==> src/rtl/gpio_irq_pkg.sv <==
`timescale 1ns/1ps
package gpio_irq_pkg;

   // Number of configuration fields packed per port
   localparam int unsigned SENSE_FIELDS = 3;

   typedef enum logic [2:0] {
      SNS_LVL_LOW  = 3'd0,
      SNS_LVL_HIGH = 3'd1,
      SNS_FALL     = 3'd2,
      SNS_RISE     = 3'd3,
      SNS_ANY_EDGE = 3'd4
   } sense_e;

   // Turn the three raw configuration bits of one pin into a sense mode.
   // The any-edge bit only matters when edge select is set.
   function automatic sense_e decode_sense(input logic pol, input logic edg,
                                           input logic any);
      sense_e m;
      if (!edg)
         m = pol ? SNS_LVL_HIGH : SNS_LVL_LOW;
      else if (any)
         m = SNS_ANY_EDGE;
      else
         m = pol ? SNS_RISE : SNS_FALL;
      return m;
   endfunction

endpackage

==> src/rtl/gpio_irq_sense.sv <==
`timescale 1ns/1ps
module gpio_irq_sense
   import gpio_irq_pkg::*;
(
   input  logic clk,
   input  logic rst_n,
   input  logic primed,
   input  logic lvl,
   input  logic pol,
   input  logic edg,
   input  logic any,
   output logic evt
);

   logic   prev_q;
   logic   rise;
   logic   fall;
   sense_e mode;

   always_ff @(posedge clk) begin
      if (!rst_n) prev_q <= 1'b0;
      else        prev_q <= lvl;
   end

   assign rise = primed &  lvl & ~prev_q;
   assign fall = primed & ~lvl &  prev_q;
   assign mode = decode_sense(pol, edg, any);

   always_comb begin
      unique case (mode)
         SNS_LVL_LOW:  evt = ~lvl;
         SNS_LVL_HIGH: evt = lvl;
         SNS_FALL:     evt = fall;
         SNS_RISE:     evt = rise;
         SNS_ANY_EDGE: evt = rise | fall;
         default:      evt = 1'b0;
      endcase
   end

   // edge reference not yet valid, no edge event may appear
   p_no_edge_unprimed_r9: assert property (@(posedge clk) disable iff (!rst_n)
      (!primed && edg) |-> !evt);

   // an edge-mode event needs the level to differ from last cycle
   p_edge_change_r3: assert property (@(posedge clk) disable iff (!rst_n)
      (edg && evt) |-> (lvl != prev_q));

endmodule

==> src/rtl/gpio_irq_clr_decode.sv <==
`timescale 1ns/1ps
module gpio_irq_clr_decode #(
   parameter int unsigned NUM_PORTS = 4,
   parameter int unsigned PORT_PINS = 8,
   localparam int unsigned NPIN     = NUM_PORTS * PORT_PINS,
   localparam int unsigned PORT_W   = (NUM_PORTS > 1) ? $clog2(NUM_PORTS) : 1
) (
   input  logic                 clr_stb,
   input  logic [PORT_W-1:0]    clr_port,
   input  logic [PORT_PINS-1:0] clr_mask,
   output logic [NPIN-1:0]      clr_vec
);

   for (genvar p = 0; p < NUM_PORTS; p++) begin : g_port
      logic hit;
      assign hit = clr_stb && (clr_port == PORT_W'(p));
      assign clr_vec[p*PORT_PINS +: PORT_PINS] = hit ? clr_mask : '0;
   end

endmodule

==> src/rtl/gpio_irq_status.sv <==
`timescale 1ns/1ps
module gpio_irq_status #(
   parameter int unsigned NPIN    = 32,
   parameter bit          IRQ_REG = 1'b1
) (
   input  logic            clk,
   input  logic            rst_n,
   input  logic [NPIN-1:0] set_vec,
   input  logic [NPIN-1:0] clr_vec,
   input  logic [NPIN-1:0] en,
   output logic [NPIN-1:0] status,
   output logic            irq
);

   logic [NPIN-1:0] sts_q;
   logic            pend;

   // Set has priority over clear for the same bit
   always_ff @(posedge clk) begin
      if (!rst_n) sts_q <= '0;
      else        sts_q <= (sts_q & ~clr_vec) | set_vec;
   end

   assign status = sts_q;
   assign pend   = |(sts_q & en);

   if (IRQ_REG) begin : g_irq_reg
      logic irq_q;
      always_ff @(posedge clk) begin
         if (!rst_n) irq_q <= 1'b0;
         else        irq_q <= pend;
      end
      assign irq = irq_q;

      // the line follows the qualified status one cycle later
      p_irq_follows_r8: assert property (@(posedge clk) disable iff (!rst_n)
         1'b1 |=> (irq == $past(|(status & en))));
   end else begin : g_irq_comb
      assign irq = pend;
   end

   // a cleared bit with no competing event reads 0 afterwards
   p_clear_drops_r5: assert property (@(posedge clk) disable iff (!rst_n)
      (|(clr_vec & ~set_vec)) |=> ((status & $past(clr_vec & ~set_vec)) == '0));

   // bits not addressed by a clear keep a 1
   p_sticky_r5: assert property (@(posedge clk) disable iff (!rst_n)
      1'b1 |=> ((($past(status) & ~$past(clr_vec)) & ~status) == '0));

   // every detected event shows up as a 1, clear or not
   p_set_wins_r6: assert property (@(posedge clk) disable iff (!rst_n)
      (|set_vec) |=> ((status & $past(set_vec)) == $past(set_vec)));

endmodule

==> src/rtl/gpio_irq_bank.sv <==
`timescale 1ns/1ps
module gpio_irq_bank
   import gpio_irq_pkg::*;
#(
   parameter int unsigned NUM_PORTS = 4,
   parameter int unsigned PORT_PINS = 8,
   parameter bit          IRQ_REG   = 1'b1,
   localparam int unsigned NPIN     = NUM_PORTS * PORT_PINS,
   localparam int unsigned FIELD_W  = SENSE_FIELDS * PORT_PINS,
   localparam int unsigned CFG_W    = NUM_PORTS * FIELD_W,
   localparam int unsigned PORT_W   = (NUM_PORTS > 1) ? $clog2(NUM_PORTS) : 1
) (
   input  logic                 clk,
   input  logic                 rst_n,
   input  logic [NPIN-1:0]      pin_lvl,
   input  logic [CFG_W-1:0]     trig_cfg,
   input  logic [NPIN-1:0]      irq_en,
   input  logic                 clr_stb,
   input  logic [PORT_W-1:0]    clr_port,
   input  logic [PORT_PINS-1:0] clr_mask,
   output logic [NPIN-1:0]      status,
   output logic                 irq
);

   if (NUM_PORTS < 1) begin : g_bad_ports
      $error("gpio_irq_bank: NUM_PORTS must be at least 1");
   end
   if (PORT_PINS < 1) begin : g_bad_pins
      $error("gpio_irq_bank: PORT_PINS must be at least 1");
   end

   logic            primed_q;
   logic [NPIN-1:0] evt_vec;
   logic [NPIN-1:0] clr_vec;

   // Edge reference becomes valid one cycle after reset
   always_ff @(posedge clk) begin
      if (!rst_n) primed_q <= 1'b0;
      else        primed_q <= 1'b1;
   end

   for (genvar p = 0; p < NUM_PORTS; p++) begin : g_port
      for (genvar n = 0; n < PORT_PINS; n++) begin : g_pin
         localparam int unsigned IDX  = p * PORT_PINS + n;
         localparam int unsigned BASE = p * FIELD_W;
         gpio_irq_sense i_sense (
            .clk    (clk),
            .rst_n  (rst_n),
            .primed (primed_q),
            .lvl    (pin_lvl[IDX]),
            .pol    (trig_cfg[BASE + n]),
            .edg    (trig_cfg[BASE + PORT_PINS + n]),
            .any    (trig_cfg[BASE + 2*PORT_PINS + n]),
            .evt    (evt_vec[IDX])
         );
      end
   end

   gpio_irq_clr_decode #(
      .NUM_PORTS (NUM_PORTS),
      .PORT_PINS (PORT_PINS)
   ) i_clr (
      .clr_stb  (clr_stb),
      .clr_port (clr_port),
      .clr_mask (clr_mask),
      .clr_vec  (clr_vec)
   );

   gpio_irq_status #(
      .NPIN    (NPIN),
      .IRQ_REG (IRQ_REG)
   ) i_status (
      .clk     (clk),
      .rst_n   (rst_n),
      .set_vec (evt_vec),
      .clr_vec (clr_vec),
      .en      (irq_en),
      .status  (status),
      .irq     (irq)
   );

   // the first edge after reset release leaves status and irq idle
   p_reset_idle_r9: assert property (@(posedge clk)
      $rose(rst_n) |-> (status == '0 && irq == 1'b0));

endmodule

==> config.mk <==
export PLATFORM = sky130hd
export DESIGN_NAME = gpio_irq_bank
export DESIGN_NICKNAME = d
export VERILOG_FILES = /design/src/rtl/gpio_irq_pkg.sv /design/src/rtl/gpio_irq_sense.sv /design/src/rtl/gpio_irq_clr_decode.sv /design/src/rtl/gpio_irq_status.sv /design/src/rtl/gpio_irq_bank.sv
export SDC_FILE = /design/constraint.sdc
export NUM_CORES = 1
export LEC_CHECK = 0
export BUFFER_PORTS_ARGS = -buffer_cell sky130_fd_sc_hd__buf_2
export CAP_MARGIN = 20
export CORE_UTILIZATION = 45
export CTS_CLUSTER_SIZE = 25
export DETAILED_ROUTE_END_ITERATION = 10
export PLACE_DENSITY_LB_ADDON = 0.1
export SYNTH_ARGS = -nofsm -noshare
export SYNTH_HDL_FRONTEND = slang
export SYNTH_SLANG_ARGS = --single-unit
==> constraint.sdc <==
create_clock -name clk -period 1.45 [get_ports clk]
set_clock_uncertainty 0.2 [all_clocks]
set_input_delay 0.29 -clock clk [delete_from_list [all_inputs] [get_ports clk]]
set_output_delay 0.29 -clock clk [all_outputs]
set_load 0.1 [all_outputs]
==> results_dict.tcl, run 1 <==
set metrics [dict create \
    global_route_congestion_overflow_total 0 \
    finish.instance_area_sq_mm 0.005969 \
    num_antenna_cells 0 \
    synth_largest_area_cell "sky130_fd_sc_hd__dfxtp_1" \
    drtIter0Drc 128 \
    grt_pass1_vias 4117 \
    cts.root.buffer_cell "sky130_fd_sc_hd__clkbuf_8" \
    port_buffers 205 \
    slew_headroom_pct 82.38 \
    clock_tree_from_tritoncts "yes" \
    gr-usage-all-layers_pct 27.67 \
    reg2reg_depth 3 \
    drt_wl_total_mm 11.50 \
    hold_violations 0 \
    grt_first_pass_wirelength_mm 18.42 \
    worstSkewPairLatency_ns 0.34 \
    crit_end_element "register" \
    finalMaxSlewViolations 0 \
    synth-edff-count 0 \
    cts.reportedPaths.clkPinSlew_ns 0.07 \
    rrSetupSlack_ns -0.03 \
    pin_count 206 \
    power_w 0.006076 \
    setup_repair_after_global_routing_missed_its_margin "true" \
    floorplan.die.width_um 92.38 \
    vias_per_cell 5.048 \
    cp_max_fo 2 \
    synth_top_cell_area_share_pct 35.94 \
    crit_path_top_delay_cell "sky130_fd_sc_hd__o41a_1" \
    grt_antenna_before_repair 0 \
    final_critical_path_setup_slack_ns -0.03395 \
    rr_startpoint "i_status.status[0]" \
    area_enclosed_by_the_die_boundary_sq_mm 0.008534 \
    layout-area-overhead-vs-synth_pct 62.39 \
    detail_route.first_pass.iterations 4 \
    layout_cells_sized_above_1_pct 39.34 \
    net_count_of_the_finished_layout 862 \
    total_leakage_power_nw 2.763 \
    final-instance-count-excl-fill 796 \
    required_ns 1.47 \
    std_cell_rows 32 \
    gp_congestion 0.8277 \
    ys_top_cells_by_count "sky130_fd_sc_hd__nand2_1, sky130_fd_sc_hd__xor2_1, sky130_fd_sc_hd__dfxtp_1" \
    drc_violation_count_after_routing 0 \
    max_freq_mhz 673.9 \
    ys_dominant_reg_cell "sky130_fd_sc_hd__dfxtp_1" \
    synth.net_count 624 \
    mappedNetlistArea_sq_mm 0.003676 \
    ir_drop_mv 0.8687 \
    worstPathCellList "a22oi_2 -> nand4_1 -> o41a_1" \
    tightestPinTransition_ns 0.2619 \
    syn_avg_cell_area_sq_um 8.151 \
    maxCapViolCount 0 \
    post_detail_place_hpwl_mm 8.882 \
    post_drt_wl_per_cell_um 14.45 \
    hold_end "g_port[2].g_pin[5].i_sense.prev_q" \
    cts_buffers 9 \
    synth.ff_latch_count 66 \
    route.antenna.remaining_nets 0 \
    max_buffers_root_to_sink 2 \
    grt_start_max_net_pins 67 \
    regToRegEndpoint "i_status.irq" \
    hold_path_depth 2 \
    dpl_cell_area_sq_mm 0.005524 \
    slowest_delay_ns 0.43 \
    outcome "complete, but fails checks" \
    finalCriticalPeriod_ns 1.484 \
    dominant_cell_by_count_in_the_synthesized_netlist "sky130_fd_sc_hd__nand2_1" \
    synth.area.top_cells "sky130_fd_sc_hd__dfxtp_1, sky130_fd_sc_hd__xor2_1, sky130_fd_sc_hd__nand2_1, sky130_fd_sc_hd__a21boi_0, sky130_fd_sc_hd__and2_1" \
    finalSetupViolations 3 \
    cellPowerDensity_mw_per_mm2 1018 \
    syn_inst 451 \
    clkSinkCount 66 \
    core_sq_mm 0.007807 \
    synth_async_sr_flop_share_pct 0 \
    critical_path_arrival_ns 1.51 \
    clock_tree.htree_level_count 3 \
    fin_worst_hold_slack_ns 0.01707 \
    worst-setup-path-type "register to register" \
    initial_utilization_pct 47.08 \
    final_min_period_over_clock_period_pct 102.3 \
    holdCritStartpoint "pin_lvl[21]" \
    timing.critical_path.from_type "register" \
    synth.lib_cells_used.distinct 24 \
    place.detailed.instances 766 \
    die_h_um 92.38 \
    violations "setup timing" \
    yosys_warnings 0 \
    hp-class "input pin to register" \
    detailroute.via_count 4018 \
    ys_seq_area_share_pct 35.94 \
]
## layout by cell type (no fill, tap or decap), types with 11 or more instances in the layout
master / Yosys / final
sky130_fd_sc_hd__dfxtp_1: 66 / 34
sky130_fd_sc_hd__buf_12: 0 / 34
sky130_fd_sc_hd__a22oi_1: 16 / 13
sky130_fd_sc_hd__clkbuf_8: 0 / 11
sky130_fd_sc_hd__xnor2_1: 21 / 21
sky130_fd_sc_hd__nand3_1: 21 / 21
sky130_fd_sc_hd__dlygate4sd3_1: 0 / 22
sky130_fd_sc_hd__nand2_1: 78 / 78
sky130_fd_sc_hd__xor2_1: 69 / 69
sky130_fd_sc_hd__and2_1: 32 / 32
sky130_fd_sc_hd__dfxtp_4: 0 / 24
sky130_fd_sc_hd__nor2_1: 40 / 40
sky130_fd_sc_hd__buf_2: 3 / 169
sky130_fd_sc_hd__a21oi_1: 38 / 37
sky130_fd_sc_hd__a21boi_0: 29 / 26
## worst max-delay path, delay by kind of cell, from the launching register on
| family | cells | cell delay (ns) |
|---|---|---|
| simple gates | 1 | 0.16 |
| compound gates | 2 | 0.67 |
| flops | 1 | 0.34 |
## layout make-up
type                    count  area, sq um
multi-input cells         373         2310
repair buffers            239         1874
fillers                   594         1838
flip-flops and latches     66         1421
clock buffers              14        226.5
well taps                 102        127.6
clock inverters             2        10.01
## registers in the layout (all words and copies together), names as in the netlist
signal,cells
g_port.g_pin.i_sense.prev_q,32
i_status.irq,1
i_status.status,32
primed_q,1
## how the worst max path moves through the flow
stage | from | slack (ns) | cells past startpoint | endpoint
6_report | i_status.status[0] | -0.03 | 3 | i_status.irq
5_1_grt | i_status.status[0] | -0.08 | 3 | i_status.irq
4_1_cts | i_status.status[0] | -0.04 | 2 | status[0]
3_5_place_dp | irq_en[0] | -0.21 | 4 | i_status.irq
3_3_place_gp | irq_en[0] | -0.21 | 4 | i_status.irq
2_1_floorplan | i_status.status[15] | 0.0008 | 3 | i_status.irq
## metal layers
metal	vias up	part of all wire, %	GRT usage [%]
li1	1990	-	-
met1	1860	39	29.65
met2	148	53	52.90
met3	20	6.2	5.255
met4	0	1.9	10.55
met5	-	0	0
## report_power, final
group | internal (W) | total, W | switching [W]
Combinational | 0.000947 | 0.00219 | 0.00125
Clock | 0.00102 | 0.00173 | 0.000711
Sequential | 0.00198 | 0.00215 | 0.000169
Total | 0.00395 | 0.00608 | 0.00213
## timing repair
item	4_1_cts	5_1_grt
pin swaps	2	2
endpoints found under the setup margin	16	15
resized for setup	9	4
endpoints found under the hold margin	22	0
hold buffers	22	0
buffers inserted	2	1
## logic make-up after synthesis
| family | Yosys count | share of synthesized area, % |
|---|---|---|
| AOI/OAI and AO/OA | 98 | 17.60 |
| xor gates and xnor gates | 90 | 21.44 |
| buffers and inverters | 12 | 1.736 |
| DFF | 66 | 35.94 |
| and+or+nand+nor | 185 | 23.28 |
## per-stage QoR
step | utilization [%] | TNS (ns) | setup slack [ns]
after floorplan | - | 0 | 0.0007903
after global placement | 70.75 | -0.2087 | -0.2087
after detailed placement | 70.75 | -0.2952 | -0.2138
after CTS | 76.51 | -0.1605 | -0.03902
after global routing | 76.46 | -0.2565 | -0.07789
final | 76.46 | -0.06605 | -0.03395
Note: power is estimated with default switching activity, not from simulation.
==> run 2: changes to the inputs <==
--- a/config.mk
+++ b/config.mk
@@ -11,6 +11,7 @@
 export CTS_CLUSTER_SIZE = 25
 export DETAILED_ROUTE_END_ITERATION = 10
 export PLACE_DENSITY_LB_ADDON = 0.1
+export SETUP_SLACK_MARGIN = 0.15
 export SYNTH_ARGS = -nofsm -noshare
 export SYNTH_HDL_FRONTEND = slang
 export SYNTH_SLANG_ARGS = --single-unit
==> results_dict.tcl, run 2 (synthesized netlist as in run 1, its figures left out) <==
set metrics [dict create \
    place.detailed.instances 762 \
    power_switching_share_pct 36.19 \
    core_sq_mm 0.007807 \
    cts_buffers 9 \
    dpl_cell_area_sq_mm 0.005527 \
    cts.reportedPaths.clkPinSlew_ns 0.07 \
    power_w 0.006000 \
    layout.cells.most_common_list "sky130_fd_sc_hd__buf_2, sky130_fd_sc_hd__nand2_1, sky130_fd_sc_hd__xor2_1" \
    gp_congestion 0.8843 \
    max_freq_mhz 685.3 \
    grt_busiest_layer "met2" \
    drtIter0Drc 126 \
    cellPowerDensity_mw_per_mm2 1004 \
    hold_violations 0 \
    power.clock.fraction_pct 26.9 \
    grt_pass1_vias 3931 \
    comb_power_share_pct 37.5 \
    required_ns 0.96 \
    violations "setup timing" \
    worst-setup-path-type "register to output port" \
    seq_power_share_pct 35.6 \
    layout-area-overhead-vs-synth_pct 62.53 \
    global_route_congestion_overflow_total 0 \
    slew_headroom_pct 80.89 \
    clkSinkCount 66 \
    pin_count 206 \
    grt_start_max_net_pins 67 \
    grt_antenna_before_repair 0 \
    layout_cells_sized_above_1_pct 40.78 \
    post_detail_place_hpwl_mm 9.418 \
    finalSetupViolations 5 \
    rr_startpoint "i_status.status[3]" \
    outcome "complete, but fails checks" \
    cp_max_fo 2 \
    worstSkewPairLatency_ns 0.34 \
    finalMaxSlewViolations 0 \
    gr-usage-met3_pct 5.172 \
    post_drt_wl_per_cell_um 15.17 \
    hp-class "input pin to register" \
    global_route.usage.met1_pct 32.13 \
    final-instance-count-excl-fill 796 \
    fin_worst_hold_slack_ns 0.01034 \
    rrSetupSlack_ns 0.01 \
    detailroute.via_count 3998 \
    tightestPinTransition_ns 0.2866 \
    area_enclosed_by_the_die_boundary_sq_mm 0.008534 \
    drt_wl_total_mm 12.07 \
    final_min_period_over_clock_period_pct 100.6 \
    setup_repair_after_global_routing_missed_its_margin "true" \
    max_buffers_root_to_sink 2 \
    gr-usage-all-layers_pct 28.19 \
    crit_end_element "output port" \
    critical_path_arrival_ns 0.97 \
    crit_path_start "i_status.status[2]" \
    die_h_um 92.38 \
    grt_use_met2_pct 52.35 \
    finalCriticalPeriod_ns 1.459 \
    maxCapViolCount 0 \
    final_critical_path_setup_slack_ns -0.009218 \
    std_cell_rows 32 \
    vias_per_cell 5.023 \
    num_antenna_cells 0 \
    holdCritStartpoint "pin_lvl[22]" \
    floorplan.die.width_um 92.38 \
    total_switching_power_w 0.002171 \
    port_buffers 205 \
    grt_first_pass_wirelength_mm 18.51 \
    clock_tree.htree_level_count 3 \
    ir_drop_mv 0.5858 \
    timing.critical_path.from_type "register" \
    cell_int_power_w 0.003829 \
    detail_route.first_pass.iterations 4 \
    drc_violation_count_after_routing 0 \
    route.antenna.remaining_nets 0 \
    net_count_of_the_finished_layout 862 \
    clock_tree_from_tritoncts "yes" \
    total_leakage_power_nw 2.769 \
    final_core_utilization_pct 76.52 \
    mostFrequentLayoutCell "sky130_fd_sc_hd__buf_2" \
    initial_utilization_pct 47.08 \
    cts.root.buffer_cell "sky130_fd_sc_hd__clkbuf_8" \
    finish.instance_area_sq_mm 0.005974 \
]
==> run 2: cell types whose count changed in the layout (fill, tap and decap cells not counted), sizes merged <==
cell          before  now
dlygate4sd3       22   13
buf              217  225
clkbuf            14   11
bufinv             0    1
clkinv             2    3
clkinvlp           0    1
dlymetal6s4s       0    1
==> run 2: area by class of cell <==
cell class | count | area [sq um]
Multi-Input combinational cell | 373 | 2316
Timing Repair Buffer | 239 | 1884
Fill cell | 591 | 1833
Sequential cell | 66 | 1443
Clock buffer | 11 | 151.4
Tap cell | 102 | 127.6
Clock inverter | 5 | 52.55
==> run 2: stage by stage <==
step	setup TNS, ns	worst slack [ns]
5_1_grt	-0.3381	-0.03920
3_3_place_gp	-0.1267	-0.1099
4_1_cts	-0.1473	-0.02280
2_1_floorplan	0	0.0008021
6_report	-0.02621	-0.009218
3_5_place_dp	-0.4474	-0.1222
==> run 2: worst max-delay path: stages, from the launching register on <==
cell	delay [ns]
sky130_fd_sc_hd__dfxtp_4	0.36
sky130_fd_sc_hd__buf_6	0.12
sky130_fd_sc_hd__buf_12	0.15
==> run 2: power by group through the flow <==
stage | clock network (W) | logic [W] | registers [W]
after detailed placement | 0 | 0.00218 | 0.00216
after global routing | 0.00172 | 0.00238 | 0.00216
after floorplan | 0 | 0.000519 | 0.00283
final | 0.00161 | 0.00225 | 0.00214
after global placement | 0 | 0.00213 | 0.00216
after CTS | 0.00163 | 0.00224 | 0.00213
==> run 2: layer usage <==
metal / part of all wire, % / up-vias / wire length [um]
li1: - / 1990 / -
met1: 39 / 1840 / 4704
met2: 53 / 151 / 6372
met3: 6.6 / 17 / 801
met4: 1.6 / 0 / 196
met5: 0 / - / 0
==> run 2: worst paths after layout <==
check                                      end  depth (start not counted)
max                                  status[2]                          2
min reg2reg                i_status.status[17]                          2
min          g_port[2].g_pin[6].i_sense.prev_q                          2
max reg2reg                       i_status.irq                          3
==> run 2: repair_timing <==
item,in CTS,in global routing
setup buffers,1,3
gates resized for setup,16,3
pin swaps,1,4
hold buffers,14,0
setup endpoints to repair,34,35
hold endpoints to repair,14,0
==> run 3: changes to the inputs <==
--- a/config.mk
+++ b/config.mk
@@ -6,8 +6,8 @@
 export NUM_CORES = 1
 export LEC_CHECK = 0
 export BUFFER_PORTS_ARGS = -buffer_cell sky130_fd_sc_hd__buf_2
-export CAP_MARGIN = 20
-export CORE_UTILIZATION = 45
+export CORE_UTILIZATION = 46
+export CTS_BUF_LIST = sky130_fd_sc_hd__clkbuf_8
 export CTS_CLUSTER_SIZE = 25
 export DETAILED_ROUTE_END_ITERATION = 10
 export PLACE_DENSITY_LB_ADDON = 0.1
==> results_dict.tcl, run 3 (synthesized netlist as in run 1, its figures left out) <==
set metrics [dict create \
    timing.critical_path.from_type "register" \
    outcome "complete, but fails checks" \
    reg2reg_depth 3 \
    power.clock.fraction_pct 22.7 \
    crit_end_element "output port" \
    fillers 580 \
    initial_utilization_pct 47.57 \
    cell_int_power_w 0.003518 \
    required_ns 0.96 \
    power_w 0.005624 \
    cts.root.buffer_cell "sky130_fd_sc_hd__clkbuf_8" \
    slowest_delay_ns 0.36 \
    hold_path_depth 2 \
    area_enclosed_by_the_die_boundary_sq_mm 0.008353 \
    cellPowerDensity_mw_per_mm2 959.8 \
    detail_route.first_pass.iterations 4 \
    mostFrequentLayoutCell "sky130_fd_sc_hd__buf_2" \
    seq_power_share_pct 38.1 \
    setup_total_negative_slack_ns -0.006753 \
    power_switching_share_pct 37.44 \
    holdCritStartpoint "pin_lvl[16]" \
    max_buffers_root_to_sink 2 \
    layout-area-overhead-vs-synth_pct 59.39 \
    die_h_um 91.40 \
    rrSetupSlack_ns 0.02 \
    final_critical_path_setup_slack_ns -0.006753 \
    cp_max_fo 2 \
    num_antenna_cells 0 \
    drc_violation_count_after_routing 0 \
    finalCriticalPeriod_ns 1.457 \
    vias_per_cell 5.027 \
    tightestPinTransition_ns 0.2562 \
    gp_congestion 0.8520 \
    layout_cells_sized_above_1_pct 40.52 \
    post_drt_wl_per_cell_um 14.41 \
    final_min_period_over_clock_period_pct 100.5 \
    hold_violations 0 \
    grt_first_pass_wirelength_mm 18.24 \
    worstSkewPairLatency_ns 0.34 \
    total_leakage_power_nw 2.713 \
    finalSetupViolations 1 \
    slew_headroom_pct 82.92 \
    net_count_of_the_finished_layout 854 \
    regToRegEndpoint "i_status.irq" \
    critical_path_arrival_ns 0.97 \
    cts_buffers 9 \
    core_sq_mm 0.007727 \
    violations "setup timing" \
    clock_tree.htree_level_count 3 \
    finalMaxSlewViolations 0 \
    grt_antenna_before_repair 0 \
    hp-class "input pin to register" \
    worstPathCellList "buf_6 -> buf_12" \
    grt_pass1_vias 4064 \
    gr-usage-all-layers_pct 28.04 \
    port_buffers 205 \
    cts.reportedPaths.clkPinSlew_ns 0.08 \
    crit_path_top_delay_cell "sky130_fd_sc_hd__dfxtp_4" \
    global_route_congestion_overflow_total 0 \
    drtIter0Drc 78 \
    std_cell_rows 32 \
    ir_drop_mv 0.6262 \
    setup_repair_after_global_routing_missed_its_margin "true" \
    hold_end "g_port[2].g_pin[0].i_sense.prev_q" \
    maxCapViolCount 0 \
    route.antenna.remaining_nets 0 \
    grt_start_max_net_pins 67 \
    pin_count 206 \
    drt_wl_total_mm 11.36 \
    floorplan.die.width_um 91.40 \
    detailroute.via_count 3961 \
    rr_startpoint "i_status.status[31]" \
    max_freq_mhz 686.5 \
    comb_power_share_pct 39.2 \
    total_switching_power_w 0.002105 \
    worst-setup-path-type "register to output port" \
    layout.cells.most_common_list "sky130_fd_sc_hd__buf_2, sky130_fd_sc_hd__nand2_1, sky130_fd_sc_hd__xor2_1" \
    clkSinkCount 66 \
    clock_tree_from_tritoncts "yes" \
    post_detail_place_hpwl_mm 8.941 \
]
-- run 3: stage by stage --
step	area [sq um]	hold slack, ns	instances	util, %	worst slack (ns)
2_1_floorplan	3796	0.1177	451	-	0.0008021
3_3_place_gp	5512	0.3410	760	71.32	-0.1339
3_5_place_dp	5512	0.3460	760	71.32	-0.1493
4_1_cts	5827	0.0002146	787	75.40	-0.01986
5_1_grt	5859	0.01440	788	75.83	-0.03109
6_report	5859	0.01509	788	75.83	-0.006753
-- run 3: power by group through the flow --
stage | registers (W) | logic (W) | clock network [W]
after floorplan | 0.00283 | 0.000519 | 0
after global placement | 0.00216 | 0.00211 | 0
after detailed placement | 0.00217 | 0.00215 | 0
after CTS | 0.00214 | 0.00220 | 0.00131
after global routing | 0.00216 | 0.00234 | 0.00138
final | 0.00214 | 0.00221 | 0.00127
-- run 3: area by class of cell --
class,instances,area (sq um),share of cell area (%)
Clock buffer,9,123.9,2.114
Clock inverter,7,31.28,0.5338
Multi-Input combinational cell,373,2331,39.78
Sequential cell,66,1441,24.60
Tap cell,102,127.6,2.178
Timing Repair Buffer,231,1804,30.79
-- run 3: critical path, delay by kind of cell, from the launching register on --
family | cells | cell delay (ns)
DFF | 1 | 0.36
buffers and inverters | 2 | 0.27
-- run 3: how the worst max path moves through the flow --
| stage | endpoint | slack (ns) | from |
|---|---|---|---|
| finish | status[2] | -0.007 | i_status.status[2] |
| global route | status[2] | -0.03 | i_status.status[2] |
| CTS | status[2] | -0.02 | i_status.status[2] |
| detailed placement | i_status.irq | -0.15 | irq_en[20] |
| global placement | i_status.irq | -0.13 | irq_en[20] |
| floorplan | i_status.irq | 0.0008 | i_status.status[9] |
-- run 3: layer usage --
metal	up-vias	track usage, %	share of wire (%)
met5	-	0	0
met4	0	12.83	2.8
met3	24	6.030	6.0
met2	151	50.19	51
met1	1811	31.56	41
li1	1975	-	-
-- run 3: repair_timing --
item,CTS,global route
setup buffers,1,1
hold buffers,10,0
pin swaps,1,4
hold endpoints to repair,10,0
gates resized for setup,13,5
setup endpoints to repair,34,34
gates cloned,0,0
